$ cat src/rtl/xonxoff_flow_ctl.sv
module xonxoff_flow_ctl #(
  parameter int LVL_W  = 6,
  parameter int CHAR_W = 8
) (
  input  logic              clk,
  input  logic              rst_n,
  input  logic              rx_valid,
  input  logic [CHAR_W-1:0] rx_data,
  input  logic [LVL_W-1:0]  fifo_level,
  input  logic [3:0]        flow_mode,
  input  logic              xon_any,
  input  logic              irq_en,
  input  logic [CHAR_W-1:0] xon1_chr,
  input  logic [CHAR_W-1:0] xoff1_chr,
  input  logic [CHAR_W-1:0] xon2_chr,
  input  logic [CHAR_W-1:0] xoff2_chr,
  input  logic [LVL_W-1:0]  hi_mark,
  input  logic [LVL_W-1:0]  lo_mark,
  input  logic              ins_ready,
  output logic              tx_hold,
  output logic              ins_req,
  output logic [CHAR_W-1:0] ins_char,
  output logic              rx_drop,
  output logic              xoff_sent,
  output logic              flow_irq
);

  typedef enum logic [1:0] {S_IDLE, S_ONE, S_TWO} seq_t;

  seq_t       st;
  logic       seq_off;
  logic       seq_both;
  logic [1:0] tx_m, rx_m;
  logic       rx_off, rx_on, take;

  assign tx_m = flow_mode[3:2];
  assign rx_m = flow_mode[1:0];

  assign rx_off = rx_valid && ((rx_m[1] && rx_data == xoff1_chr) ||
                               (rx_m[0] && rx_data == xoff2_chr));
  assign rx_on  = rx_valid && ((rx_m[1] && rx_data == xon1_chr) ||
                               (rx_m[0] && rx_data == xon2_chr));
  assign rx_drop = rx_off || rx_on;

  always_ff @(posedge clk or negedge rst_n) begin
    if (!rst_n) begin
      tx_hold  <= 1'b0;
      flow_irq <= 1'b0;
    end else begin
      flow_irq <= irq_en && rx_drop;
      if (rx_m == 2'b00)             tx_hold <= 1'b0;
      else if (rx_off)               tx_hold <= 1'b1;
      else if (rx_on)                tx_hold <= 1'b0;
      else if (rx_valid && xon_any)  tx_hold <= 1'b0;
    end
  end

  assign ins_req  = (st != S_IDLE);
  assign take     = ins_req && ins_ready;
  assign ins_char = (st == S_ONE) ? (seq_off ? xoff1_chr : xon1_chr)
                                  : (seq_off ? xoff2_chr : xon2_chr);

  always_ff @(posedge clk or negedge rst_n) begin
    if (!rst_n) begin
      st        <= S_IDLE;
      seq_off   <= 1'b0;
      seq_both  <= 1'b0;
      xoff_sent <= 1'b0;
    end else if (tx_m == 2'b00) begin
      st        <= S_IDLE;
      xoff_sent <= 1'b0;
    end else begin
      case (st)
        S_IDLE: begin
          if ((!xoff_sent && fifo_level > hi_mark) ||
              ( xoff_sent && fifo_level < lo_mark)) begin
            seq_off  <= !xoff_sent;
            seq_both <= (tx_m == 2'b11);
            st       <= tx_m[1] ? S_ONE : S_TWO;
          end
        end
        S_ONE: begin
          if (take) begin
            if (seq_both) st <= S_TWO;
            else begin
              st        <= S_IDLE;
              xoff_sent <= seq_off;
            end
          end
        end
        default: begin
          if (take) begin
            st        <= S_IDLE;
            xoff_sent <= seq_off;
          end
        end
      endcase
    end
  end

endmodule


$ cat config.mk
export PLATFORM = sky130hd
export DESIGN_NAME = xonxoff_flow_ctl
export DESIGN_NICKNAME = d
export VERILOG_FILES = /design/src/rtl/xonxoff_flow_ctl.sv
export SDC_FILE = /design/constraint.sdc
export NUM_CORES = 1
export LEC_CHECK = 0
export BUFFER_PORTS_ARGS = -buffer_cell sky130_fd_sc_hd__buf_2
export CAP_MARGIN = 20
export CELL_PAD_IN_SITES_DETAIL_PLACEMENT = 0
export CELL_PAD_IN_SITES_GLOBAL_PLACEMENT = 2
export CORE_UTILIZATION = 24
export CTS_CLUSTER_SIZE = 16
export DETAILED_ROUTE_END_ITERATION = 7
export PLACE_DENSITY = 0.95
export SKIP_CTS_REPAIR_TIMING = 1
export SLEW_MARGIN = 20
export SYNTH_ARGS = -nofsm -noshare
export SYNTH_HDL_FRONTEND = slang
export SYNTH_SLANG_ARGS = --single-unit
$ cat constraint.sdc
create_clock -name clk -period 3.6 [get_ports clk]
set_clock_uncertainty 0.15 [all_clocks]
set_input_delay 0 -clock clk [delete_from_list [all_inputs] [get_ports clk]]
set_output_delay 0 -clock clk [all_outputs]
set_load 0.02 [all_outputs]
* Word-level counts from Yosys, hierarchy flattened
Index checks and enable logic that the tools add are counted.
** Storage, ports and cells
- Register bits after elaboration :: 7
- Output and inout bits :: 13
- Word-level logic and storage cells :: 64
** Cells by class
- $lt $le $gt $ge :: 2
- Eq/ne operators :: 10
- Muxes and demuxes :: 19
- Bitwise logic cells :: 1
- Reduce and logical (&&, ||, !) cells :: 26
** Operators by type and width (number)
- $eq A8 B8 Y1 :: 4
- $mux W8 :: 3
- $mux W2 :: 6
- $logic_and A1 B1 Y1 :: 11
- $reduce_and A3 Y1 :: 3
- $mux W1 :: 8
- $gt A6 B6 Y1 :: 1
- $logic_not A2 Y1 :: 3
- $lt A6 B6 Y1 :: 1
- $ne A3 B2 Y1 const B :: 2
- $logic_or A1 B1 Y1 :: 4
- $pmux W2 S2 :: 1
- $reduce_bool A2 Y1 :: 2
- $reduce_bool A4 Y1 :: 1
- $ne A3 B3 Y1 const B :: 1
- $reduce_bool A3 Y1 :: 1
- $eq A2 B1 Y1 const B :: 1
- $eq A2 B2 Y1 const B :: 1
- $ne A2 B2 Y1 const B :: 1
- $pmux W1 S2 :: 1
- $logic_not A1 Y1 :: 1
- $not A1 Y1 :: 1

* Longest topological paths before layout
- Depth in word-level cells :: 7
- Mapped depth :: 7
- Gate-level depth less buffers :: 7

* Worst setup path after synthesis
OpenSTA, ideal clock, no wires.
- Path kind :: reg2reg
- From :: register st[0]
- To :: register st[1]
- Setup time :: 0.096 ns
- Data arrival time :: 1.503 ns
- Slack :: 1.851 ns
- Stages on the path, launching flop included :: 6
- Path buffers :: 0
- Cells stage by stage :: dfrtp_1 -> or2_1 -> a311o_1 -> a31oi_2 -> nor2_1 -> o32ai_2
** On the way
- Cells in the longest elaborated chain, start to end :: 4
- Elaborated cells between the ends (all ways) :: 10
** Ends and longest elaborated chain
- start, declared :: line 30 : seq_t st;
- start signal, assigned :: line 79 : st <= tx_m[1] ? S_ONE : S_TWO;
- $reduce_bool A2 Y1 * :: line 58 : assign ins_req = (st != S_IDLE);
- named net ins_req :: line 21 : output logic ins_req,
- $logic_and A1 B1 Y1 * :: line 59 : assign take = ins_req && ins_ready;
- $ne A3 B2 Y1 (no source line) / $reduce_bool A3 Y1 (equally long branches)
- $reduce_and A3 Y1 (no source line) *
Mark *: on every way through the listed nets, which the timed path passes. The rest lies on a longest branch.
A chain may end at the register's enable or synchronous reset.

* Worst setup path after layout
- From :: register st[0]
- To :: register seq_both
** On the way
- Cells in the longest elaborated chain, start to end :: 2
** Ends and longest elaborated chain
- $logic_not A2 Y1 :: line 73 : case (st)
- $reduce_and A3 Y1 (no source line)
- end signal, assigned :: line 78 : seq_both <= (tx_m == 2'b11);
- end, declared :: line 32 : logic seq_both;
Every way passes these cells.

==> impl_results.md <==
* Seq pwr share at approximately a fifth
* Post-DP HPWL at around 3100 µm
* Antenna Nets Post-Route at 0
* Final period utilization at between 60% and 70%
* Switching power at 286 µW
* Vias in the first global route at 1283
* Slew @ Worst Pin at ~0.53 ns
* Layout cell share with drive strength beyond 1 at between 40% and 50%
* Seq/Total Area, Yosys at 14.1%
* Critical path launch point type: flip-flop
* Crit end category: flip-flop
* Status: complete, no violations
* RD Place Congestion at 0.783
* Worst-skew pair later-pin latency at between 0.2 and 0.25 ns
* # IOs at slightly above 80
* Vias at roughly 1300
* Routed wire length at 3510 µm
* Total grt overflow at 0
* DR iter-0 viols at 17
* Worst slew margin at approximately 64%
* Synth Cell Area at 1240 µm²
* Largest net degree at the start of global routing at 10
* Max Cap Viol at 0
* Synth Warn # at 0
* Final Max Slew Viols at 0
* Combinational share of power at about 64%
* HP Class: input port to flip-flop
* Critical path class: flip-flop to flip-flop
* Die width at about 74 µm
* Dpl cells at 280
* Initial antenna violation count at 0
* Port bufs at 80
* DRC errors left at 0
* Layout area overhead at 45.7%
* Synth unique cells at 34
* Final Hold Viols at 0
* Initial Utilization at 25.7%
* Die area at 5480 µm²
* Vias per inst at around 4.4
* Global-route usage over all layers at roughly an eighth
* First-pass GRT wire length at between 5000 and 6000 µm
* Root buffer cell: clkbuf_8
* Nets@finish at a little over 300
* Setup Viol. Count Final at 0
* Crit-path max FO at 5
* IR Drop Worst-Case VDD at approximately 0.2 mV
* Int Pwr at approximately 390 µW
* Row count at 25
* Core ar. at just under 5000 µm²
* Die H at 74.0 µm
* Avg Synthesized Cell Area at approximately 8.7 µm²
* Clock buffer count from CTS at 3
* Clock share of power at between 10% and 20%
* Min Tclk post-route at 2.31 ns
* H-tree Lvls at 1
* RSZ-0062 raised after global routing: no
* Max Fclk at roughly 0.43 GHz
* Dpl cell area at 1680 µm²
* Setup TNS at 0 ns
* Crit path DAT at roughly 2.3 ns
* Max Buffers Root-to-Sink at 2
* Clk slew on worst S/H paths at roughly 0.040 ns
* Pre-Repair DR Iteration Count at 4
* Data required, critical path at between 3 and 4 ns
* Final core occ at between 30% and 40%
* Post-synthesis net count at ~220
* CTS tree: built
* Post-synthesis register bit count at 7
* Clock sink total at 7
* Wirelength per Cell at between 10 and 15 µm
* Design area at ~1800 µm²
* Synth Instances at 143
* Pwr/cell area at 371 nW/µm²
* Finished Layout Cells at around 290
* Switching Share at 42.4%
* Power Total at roughly 670 µW
* Number of diodes at 0
* Total leakage power at just under 0.9 nW
[placed cells by master, fill, tap and decap left out]
master          n
nor2_1          4
o21ai_0         7
o22ai_1         1
a21oi_1         5
nor3_1          4
nand4bb_1       1
a311o_1         1
clkbuf_8        3
dfrtp_1         7
mux2i_1         2
and3_1          1
nor3b_1         1
buf_2          80
a31oi_2         1
or2_1           1
xnor2_1        29
a31oi_1         1
o211a_1         1
nand3_1         4
nor2b_1         1
o211ai_1        1
nand2b_1        3
or4_1           1
nor4_1          1
nand2_1         7
mux4_2          8
dlygate4sd3_1   9
xor2_1          3
clkbuf_1        1
o32ai_2         1
nand4_1         4
a21o_1          2
ha_1           11
o2bb2ai_1       1
inv_1          17
and4_1          1
[area by class of cell]
| type | instances | area (µm²) |
|---|---|---|
| Clock buffer | 4 | 45.0 |
| Sequential cell | 7 | 175 |
| Timing Repair Buffer | 89 | 490 |
| Multi-Input combinational cell | 109 | 956 |
| Fill cell | 539 | 3030 |
| Inverter | 17 | 63.8 |
| Tap cell | 67 | 83.8 |
[sequential cells by signal (all words and copies together) (netlist names)]
register   count
st             2
flow_irq       1
tx_hold        1
xoff_sent      1
seq_off        1
seq_both       1
[kinds of logic after synthesis]
logic type                 Yosys count  share of synthesized area, %
and+or+nand+nor                     34                          14.9
adders and majority gates           11                          11.1
buffers and inverters               27                          9.14
DFF                                  7                          14.1
xor gates and xnor gates            32                          22.5
muxes                               10                          16.1
AOI/OAI and AO/OA                   22                          12.3
[path summary, 6_finish.rpt]
| check | endpoint | from | slack, ns | depth (start not counted) |
|---|---|---|---|---|
| max | seq_both | st[0] | 1.29 | 6 |
| min | flow_irq | flow_mode[1] | 0.05 | 3 |
| max reg2reg | seq_both | st[0] | 1.29 | 6 |
| min reg2reg | seq_off | xoff_sent | 0.41 | 1 |
| max in group asynchronous | seq_off | rst_n | 2.48 | 3 |
| min in group asynchronous | xoff_sent | rst_n | 0.58 | 3 |
[cell usage after synthesis]
| library cell | number | area share [%] |
|---|---|---|
| xnor2_1 | 29 | 20 |
| inv_1 | 17 | 5.1 |
| ha_1 | 11 | 11 |
| mux4_2 | 8 | 14 |
| dfrtp_1 | 7 | 14 |
| nand2_1 | 7 | 2.1 |
| o21ai_0 | 7 | 2.8 |
| a21oi_1 | 5 | 2.0 |
| buf_2 | 5 | 2.0 |
| clkbuf_2 | 5 | 2.0 |
| nand3_1 | 4 | 1.6 |
| nand4_1 | 4 | 2.0 |
| nor2_1 | 4 | 1.2 |
| nor3_1 | 4 | 1.6 |
| nand2b_1 | 3 | 1.5 |
| xor2_1 | 3 | 2.1 |
| a21o_1 | 2 | 1.2 |
| mux2i_1 | 2 | 1.6 |
| a311o_1 | 1 | 0.80 |
| a31oi_1 | 1 | 0.50 |
| a31oi_2 | 1 | 1.0 |
| and3_1 | 1 | 0.50 |
| and4_1 | 1 | 0.70 |
| nand4bb_1 | 1 | 0.90 |
| nor2b_1 | 1 | 0.50 |
| nor3b_1 | 1 | 0.60 |
| nor4_1 | 1 | 0.50 |
| o211a_1 | 1 | 0.80 |
| o211ai_1 | 1 | 0.60 |
| o22ai_1 | 1 | 0.50 |
| o2bb2ai_1 | 1 | 0.70 |
| o32ai_2 | 1 | 1.3 |
| or2_1 | 1 | 0.50 |
| or4_1 | 1 | 0.60 |
[routing by layer]
layer | GRT usage (%) | routed length (µm) | vias to the layer above
met5 | 0 | 0 | -
met2 | 25.1 | 1810 | 49
met4 | 4.27 | 37 | 0
met1 | 13.6 | 1410 | 581
met3 | 2.44 | 252 | 4
li1 | - | - | 665
[metrics by stage]
| stage | hold slack (ns) | worst slack (ns) |
|---|---|---|
| after floorplan | -0.446 | 1.85 |
| after global placement | -0.306 | 1.88 |
| after detailed placement | -0.306 | 1.86 |
| after CTS | -0.550 | 1.65 |
| after global routing | 0.0839 | 1.22 |
| final | 0.0450 | 1.29 |
[power groups by stage]
stage               clock, mW  sequential (mW)  combinational (mW)
floorplan                   0            0.118               0.305
global placement            0            0.134               0.417
detailed placement          0            0.136               0.417
CTS                     0.115            0.135               0.419
global route            0.120            0.140               0.462
finish                  0.112            0.134               0.428
[worst max-delay path, cell delays in order, from the launching register on]
cell	delay (ns)
dfrtp_1	0.42
or2_1	0.26
a311o_1	0.34
a31oi_2	0.18
o22ai_1	0.13
o2bb2ai_1	0.15
dlygate4sd3_1	0.56
(Power assumes the default switching activity.)
